**config.mk**
```make
export PLATFORM = sky130hd
export DESIGN_NAME = buck_guard_seq
export DESIGN_NICKNAME = d
export VERILOG_FILES = /design/src/rtl/buck_guard_pkg.sv /design/src/rtl/persist_filter.sv /design/src/rtl/phase_mode.sv /design/src/rtl/buck_guard_seq.sv
export SDC_FILE = /design/constraint.sdc
export NUM_CORES = 1
export LEC_CHECK = 0
export ABC_AREA = 1
export BUFFER_PORTS_ARGS = -buffer_cell sky130_fd_sc_hd__buf_2
export CAP_MARGIN = 10
export CORE_ASPECT_RATIO = 0.75
export CORE_MARGIN = 2
export CORE_UTILIZATION = 26
export DETAILED_ROUTE_END_ITERATION = 7
export PLACE_DENSITY = 0.53
export SYNTH_ARGS = -nofsm -noshare
export SYNTH_HDL_FRONTEND = slang
export SYNTH_HIERARCHICAL = 1
export SYNTH_SLANG_ARGS = --single-unit
export TNS_END_PERCENT = 1
```
**constraint.sdc**
```tcl
create_clock -name clk -period 2.1 [get_ports clk]
set_input_delay 0.315 -clock clk [delete_from_list [all_inputs] [get_ports clk]]
set_output_delay 0.315 -clock clk [all_outputs]
set_load 0.02 [all_outputs]
```
**src/rtl/buck_guard_pkg.sv**
```systemverilog
package buck_guard_pkg;

    typedef enum logic [5:0] {
        ST_RESET     = 6'b000001,
        ST_SOFTSTART = 6'b000010,
        ST_RUN       = 6'b000100,
        ST_OC_RETRY  = 6'b001000,
        ST_OTP_WAIT  = 6'b010000,
        ST_LATCHED   = 6'b100000
    } seq_state_e;

    localparam int NUM_PHASES = 2;

endpackage

```
**src/rtl/persist_filter.sv**
```systemverilog
module persist_filter #(
    parameter int HOLD_CYC = 200
) (
    input  logic clk,
    input  logic rst_n,
    input  logic raw_i,
    output logic flag_o
);
    localparam int CW = $clog2(HOLD_CYC + 1);
    localparam logic [CW-1:0] LAST = CW'(HOLD_CYC - 1);

    typedef struct packed {
        logic [CW-1:0] cnt;
        logic          flag;
    } filt_t;

    filt_t r_d, r_q;

    always_comb begin
        r_d = r_q;
        if (!raw_i) begin
            r_d.cnt  = '0;
            r_d.flag = 1'b0;
        end else if (r_q.cnt == LAST) begin
            r_d.flag = 1'b1;
        end else begin
            r_d.cnt = r_q.cnt + CW'(1);
        end
    end

    always_ff @(posedge clk or negedge rst_n) begin
        if (!rst_n) begin
            r_q <= '0;
        end else begin
            r_q <= r_d;
        end
    end

    assign flag_o = r_q.flag;

    assert_flag_needs_raw_R3: assert property (@(posedge clk) disable iff (!rst_n)
        $rose(flag_o) |-> $past(raw_i));
    assert_flag_drops_R3: assert property (@(posedge clk) disable iff (!rst_n)
        (flag_o && !raw_i) |=> !flag_o);
endmodule

```
**src/rtl/phase_mode.sv**
```systemverilog
module phase_mode (
    input  logic clk,
    input  logic rst_n,
    input  logic por_ok,
    input  logic ss_low,
    input  logic one_phase_req,
    input  logic supply2_ok,
    output logic single_o
);
    logic single_d, single_q;

    always_comb begin
        if (!por_ok || ss_low) begin
            single_d = 1'b0;
        end else begin
            single_d = single_q || one_phase_req || !supply2_ok;
        end
    end

    always_ff @(posedge clk or negedge rst_n) begin
        if (!rst_n) begin
            single_q <= 1'b0;
        end else begin
            single_q <= single_d;
        end
    end

    assign single_o = single_q;

    assert_single_sticky_R9: assert property (@(posedge clk) disable iff (!rst_n)
        (single_q && por_ok && !ss_low) |=> single_q);
    assert_single_clear_R9: assert property (@(posedge clk) disable iff (!rst_n)
        (!por_ok || ss_low) |=> !single_q);
endmodule

```
**src/rtl/buck_guard_seq.sv**
```systemverilog
module buck_guard_seq
    import buck_guard_pkg::*;
#(
    parameter int HOLD_CYC = 200,
    parameter int OC_LIMIT = 3
) (
    input  logic       clk,
    input  logic       rst_n,
    input  logic       por_ok,
    input  logic       ss_low,
    input  logic       ss_done,
    input  logic       ramp_at_fb,
    input  logic       uv_flag_in,
    input  logic       ov_flag_in,
    input  logic       oc_flag_in,
    input  logic       ot_flag_in,
    input  logic       pg_level,
    input  logic       one_phase_req,
    input  logic       supply2_ok,
    output logic       ramp_en,
    output logic       ramp_dischg,
    output logic       comp_pulldown,
    output logic [1:0] sw_en,
    output logic [1:0] lowside_force,
    output logic       drv_off_all,
    output logic       pwr_good,
    output logic       single_phase
);
    localparam int NP  = NUM_PHASES;
    localparam int OCW = $clog2(OC_LIMIT + 1);
    localparam logic [OCW-1:0] OC_LAST = OCW'(OC_LIMIT - 1);

    typedef struct packed {
        seq_state_e     state;
        logic [OCW-1:0] oc_cnt;
        logic           started;
        logic           ramp_en;
        logic           ramp_dischg;
        logic           comp_pd;
        logic [NP-1:0]  sw_en;
        logic [NP-1:0]  ls_force;
        logic           drv_off;
        logic           pgood;
    } seq_t;

    seq_t r_d, r_q;

    logic          uv_filt;
    logic          ov_filt;
    logic          single_w;
    logic [NP-1:0] phase_allow;

    persist_filter #(.HOLD_CYC(HOLD_CYC)) u_uv_filt (
        .clk(clk), .rst_n(rst_n), .raw_i(uv_flag_in), .flag_o(uv_filt)
    );

    persist_filter #(.HOLD_CYC(HOLD_CYC)) u_ov_filt (
        .clk(clk), .rst_n(rst_n), .raw_i(ov_flag_in), .flag_o(ov_filt)
    );

    phase_mode u_phase_mode (
        .clk(clk), .rst_n(rst_n), .por_ok(por_ok), .ss_low(ss_low),
        .one_phase_req(one_phase_req), .supply2_ok(supply2_ok),
        .single_o(single_w)
    );

    for (genvar p = 0; p < NP; p++) begin : g_phase
        if (p == 0) begin : g_primary
            assign phase_allow[p] = 1'b1;
        end else begin : g_secondary
            assign phase_allow[p] = !single_w;
        end
    end

    always_comb begin
        logic active;
        r_d = r_q;

        if (!por_ok) begin
            r_d.state  = ST_RESET;
            r_d.oc_cnt = '0;
        end else begin
            case (r_q.state)
                ST_RESET: begin
                    if (!ss_low && !ot_flag_in) begin
                        r_d.state = ST_SOFTSTART;
                    end
                end
                ST_SOFTSTART, ST_RUN: begin
                    if (ss_low) begin
                        r_d.state = ST_RESET;
                    end else if (ot_flag_in) begin
                        r_d.state = ST_OTP_WAIT;
                    end else if (oc_flag_in) begin
                        r_d.oc_cnt = r_q.oc_cnt + OCW'(1);
                        r_d.state  = (r_q.oc_cnt == OC_LAST) ? ST_LATCHED : ST_OC_RETRY;
                    end else if (r_q.state == ST_RUN && uv_filt) begin
                        r_d.state = ST_LATCHED;
                    end else if (r_q.state == ST_SOFTSTART && ss_done) begin
                        r_d.state = ST_RUN;
                    end
                end
                ST_OC_RETRY: begin
                    if (!oc_flag_in) begin
                        r_d.state = ST_RESET;
                    end
                end
                ST_OTP_WAIT: begin
                    if (!ot_flag_in) begin
                        r_d.state = ST_RESET;
                    end
                end
                ST_LATCHED: begin
                    r_d.state = ST_LATCHED;
                end
                default: begin
                    r_d.state = ST_RESET;
                end
            endcase
        end

        active        = (r_d.state == ST_SOFTSTART) || (r_d.state == ST_RUN);
        r_d.started   = active && (r_q.started || ramp_at_fb);
        r_d.ramp_en     = active;
        r_d.ramp_dischg = !active;
        r_d.drv_off     = !active;
        r_d.comp_pd     = !(active && r_d.started);
        for (int p = 0; p < NP; p++) begin
            r_d.sw_en[p]    = active && r_d.started && !ov_filt && phase_allow[p];
            r_d.ls_force[p] = active && ov_filt;
        end
        r_d.pgood = (r_d.state == ST_RUN) && pg_level && !ov_filt;
    end

    always_ff @(posedge clk or negedge rst_n) begin
        if (!rst_n) begin
            r_q.state       <= ST_RESET;
            r_q.oc_cnt      <= '0;
            r_q.started     <= 1'b0;
            r_q.ramp_en     <= 1'b0;
            r_q.ramp_dischg <= 1'b1;
            r_q.comp_pd     <= 1'b1;
            r_q.sw_en       <= '0;
            r_q.ls_force    <= '0;
            r_q.drv_off     <= 1'b1;
            r_q.pgood       <= 1'b0;
        end else begin
            r_q <= r_d;
        end
    end

    assign ramp_en       = r_q.ramp_en;
    assign ramp_dischg   = r_q.ramp_dischg;
    assign comp_pulldown = r_q.comp_pd;
    assign sw_en         = r_q.sw_en;
    assign lowside_force = r_q.ls_force;
    assign drv_off_all   = r_q.drv_off;
    assign pwr_good      = r_q.pgood;
    assign single_phase  = single_w;

    assert_state_onehot_R1: assert property (@(posedge clk) disable iff (!rst_n)
        $countones(r_q.state) == 1);
    assert_idle_on_por_low_R1: assert property (@(posedge clk) disable iff (!rst_n)
        !por_ok |=> (drv_off_all && sw_en == '0 && !ramp_en));
    assert_switch_needs_ramp_R2: assert property (@(posedge clk) disable iff (!rst_n)
        (sw_en != '0) |-> (ramp_en && !comp_pulldown));
    assert_latch_holds_R4: assert property (@(posedge clk) disable iff (!rst_n)
        (r_q.state == ST_LATCHED && por_ok) |=> (r_q.state == ST_LATCHED));
    assert_no_cross_drive_R5: assert property (@(posedge clk) disable iff (!rst_n)
        (sw_en & lowside_force) == '0);
    assert_oc_bound_R6: assert property (@(posedge clk) disable iff (!rst_n)
        r_q.oc_cnt <= OCW'(OC_LIMIT));
    assert_pgood_in_run_R8: assert property (@(posedge clk) disable iff (!rst_n)
        pwr_good |-> (r_q.state == ST_RUN && !drv_off_all));
    assert_phase2_off_R9: assert property (@(posedge clk) disable iff (!rst_n)
        $past(single_phase) |-> !sw_en[1]);
endmodule

```
==> flow_summary.json <==
{
  "grt_usage": 0.1077,
  "grtUsageMet2": 0.1569,
  "ir_drop_v": 0.0002166,
  "die_y_um": 79.33,
  "post_cts_resized": 0,
  "synth.ff_latch_count": 35,
  "synth_area_leaders": "dfrtp_1, nand2_1, nor2_1",
  "grt_util_met1": 0.1490,
  "boundaryPins": 23,
  "maxSlewViolCount": 0,
  "ff2ff_setup_slack_ps": 370,
  "gr-max-usage-layer": "met2",
  "crit_path_cell_trace": "inv_1 > nor2_1 > nand3_1 > nand2_1 > nor2_1 > nand2_1 > nand2_1 > nor2_1 > nand2_2 > nand2_4 > nand3_2 > nor2_2",
  "arrival_ps": 1960,
  "max_freq_ghz": 0.5788,
  "yosys_warnings": 6,
  "port_buffers": 22,
  "diodes": 0,
  "finalHoldViolations": 0,
  "antenna_found_initial": 0,
  "dpl.cell_count": 371,
  "path_class": "register to register",
  "multi_input_area_um2": 900.9,
  "drive_gt1_frac": 0.2338,
  "gr-total-overflow": 0,
  "synth_cell_types": 25,
  "wl_per_cell_um": 10.34,
  "ys_seq_area_frac": 0.4472,
  "viasPerCell": 4.172,
  "seqPwrFrac": 0.534,
  "htreeDepth": 2,
  "die_area_um2": 8284,
  "synth_enable_flop_cells": 0,
  "worst_pin_slew_ps": 798.0,
  "grt_pass1_wl_mm": 7.038,
  "initial_utilization": 0.2683,
  "grt_max_degree": 36,
  "critPathSlowestCell": "dfstp_2",
  "dominantRegCellSynth": "dfrtp_1",
  "power.density_nw_per_um2": 594.0,
  "switchingPower_mw": 0.3687,
  "async_flop_share": 1.000,
  "vias": 1581,
  "synth_nets": 273,
  "fin_setup_tns_ps": 0,
  "hold_class": "primary input to asynchronous set/reset pin",
  "skew_ps": 6.634,
  "r2r-end": "sw_en[1]$_DFF_PN0_",
  "cellLeakagePower_nw": 1.132,
  "p_int_mw": 0.9645,
  "grt_pass1_vias": 1536,
  "die_x_um": 104.4,
  "drtPass1Iterations": 5,
  "dpl.hpwl_mm": 2.968,
  "cts_hold_buf": 0,
  "grtUsageMet3": 0.03120,
  "fin_crit_ps": 1728,
  "ant_nets": 0,
  "regArea_um2": 879.6,
  "rsz0062_at_grt": "false",
  "drv_cap": 0,
  "gp_congestion": 0.9351,
  "p_total_mw": 1.333,
  "cts_made_buffers": 5,
  "avgSynthCellArea_um2": 7.713,
  "core_area_um2": 7331,
  "clock_sink_count": 35,
  "syn_area_um2": 1967,
  "pwr-share-comb": 0.092,
  "relSlewSlack": 0.4680,
  "cp_num_buf_inv": 1,
  "cts_tree": "done",
  "post_dp_cell_area_um2": 2156,
  "status": "complete, no violations",
  "startpoint_type": "register",
  "synthTopCellsByCount": "nand2_1, nor2_1, dfrtp_1",
  "crit_fanout": 4,
  "fin_cells": 379,
  "finalNetCount": 295,
  "cts_root_buf": "clkbuf_8",
  "timing.final.crit_share": 0.8227,
  "critPathTopFamily": "simple AND/OR/NAND/NOR gates",
  "post-route-util": 0.3062,
  "postLayoutCellArea_um2": 2245,
  "syn_to_final_growth_pct": 14.12,
  "synth_most_common_cell": "nand2_1",
  "drc": 0,
  "wirelength_mm": 3.919,
  "r2r-start": "r_q[12]$_DFF_PN1_",
  "yosysTopAreaCell": "dfrtp_1",
  "setup_viol": 0,
  "synth_cells": 255,
  "clkLatencyLatePin_ps": 290,
  "critPathCaptureType": "register",
  "synth.top_cell.area_share": 0.4071,
  "cp_slowest_stage_delay_ps": 560,
  "power.clock.fraction": 0.373,
  "clockBufferDepth": 2,
  "fillers": 810,
  "post_cts_buffers": 0,
  "drt_iter0_drc": 70,
  "switching_share": 0.2766,
  "r2r_cells": 12,
  "row_count": 27,
  "path_clk_slew_ps": 80,
  "required_ps": 2330
}
-- cell type report --
type / instances / share of cell area
flip-flops and latches: 35 / 0.3919
clock buffers: 5 / 0.03066
repair buffers: 22 / 0.04905
multi-input cells: 176 / 0.4013
clock inverters: 3 / 0.008919
inverters: 37 / 0.06187
well taps: 101 / 0.05630
-- how the worst max path moves through the flow --
| stage | startpoint | end | slack (ps) | cells after the start |
|---|---|---|---|---|
| detailed placement | r_q[12]$_DFF_PN1_ | sw_en[1]$_DFF_PN0_ | 400 | 12 |
| floorplan | r_q[12]$_DFF_PN1_ | sw_en[1]$_DFF_PN0_ | 580 | 12 |
| global route | r_q[12]$_DFF_PN1_ | sw_en[1]$_DFF_PN0_ | 190 | 12 |
| CTS | r_q[12]$_DFF_PN1_ | sw_en[1]$_DFF_PN0_ | 380 | 12 |
| finish | r_q[12]$_DFF_PN1_ | sw_en[1]$_DFF_PN0_ | 370 | 12 |
| global placement | r_q[12]$_DFF_PN1_ | sw_en[1]$_DFF_PN0_ | 380 | 12 |
-- through the flow --
step	setup slack (ps)	hold slack, ps
after global placement	377.0	452.4
after detailed placement	398.1	458.8
after floorplan	580.5	19.41
after CTS	376.0	132.1
final	372.3	98.71
after global routing	186.0	167.8
-- cells in the final DEF, fill, tap and decap left out, types with 2 or more instances in the layout --
cell / n
nand4_1: 7
buf_2: 22
nor3_1: 2
nand2_1: 57
nor2_1: 43
nand3_1: 17
nand3_2: 3
clkbuf_8: 5
a21oi_2: 3
dfrtp_1: 32
o21ai_0: 7
nand2_2: 10
clkinvlp_4: 2
dfstp_2: 3
xor2_1: 3
inv_1: 31
ha_1: 5
a21oi_1: 6
inv_2: 5
nor2_4: 4
nor2_2: 5
-- per-layer routing --
layer,routed length (um),up-vias
li1,-,828
met1,1997,710
met2,1648,35
met3,212,8
met4,61,0
met5,0,-
-- power by group through the flow --
stage	Combinational, mW	Sequential, mW	Clock (mW)
floorplan	0.0737	0.726	0
global placement	0.124	0.726	0
detailed placement	0.125	0.725	0
CTS	0.126	0.713	0.524
global route	0.143	0.715	0.557
finish	0.123	0.713	0.498
-- state kept, by name, indices dropped and copies added (netlist names) --
signal / cells
u_uv_filt/r_q: 8
u_uv_filt/flag_o: 1
drv_off_all: 1
u_ov_filt/r_q: 8
sw_en: 2
r_q: 9
pwr_good: 1
ramp_en: 1
comp_pulldown: 1
u_phase_mode/single_o: 1
u_ov_filt/flag_o: 1
lowside_force: 1
-- cell families (layout without fill, tap and decap cells) --
| family | Yosys count | in the layout | synth area share |
|---|---|---|---|
| buffers and inverters | 44 | 67 | 0.09478 |
| and+or+nand+nor | 149 | 149 | 0.3531 |
| xor gates and xnor gates | 3 | 3 | 0.01336 |
| adders and majority gates | 5 | 5 | 0.03181 |
| DFF | 35 | 35 | 0.4472 |
| AOI/OAI and AO/OA | 19 | 19 | 0.05980 |
Note: power is estimated with default switching activity, not from simulation.
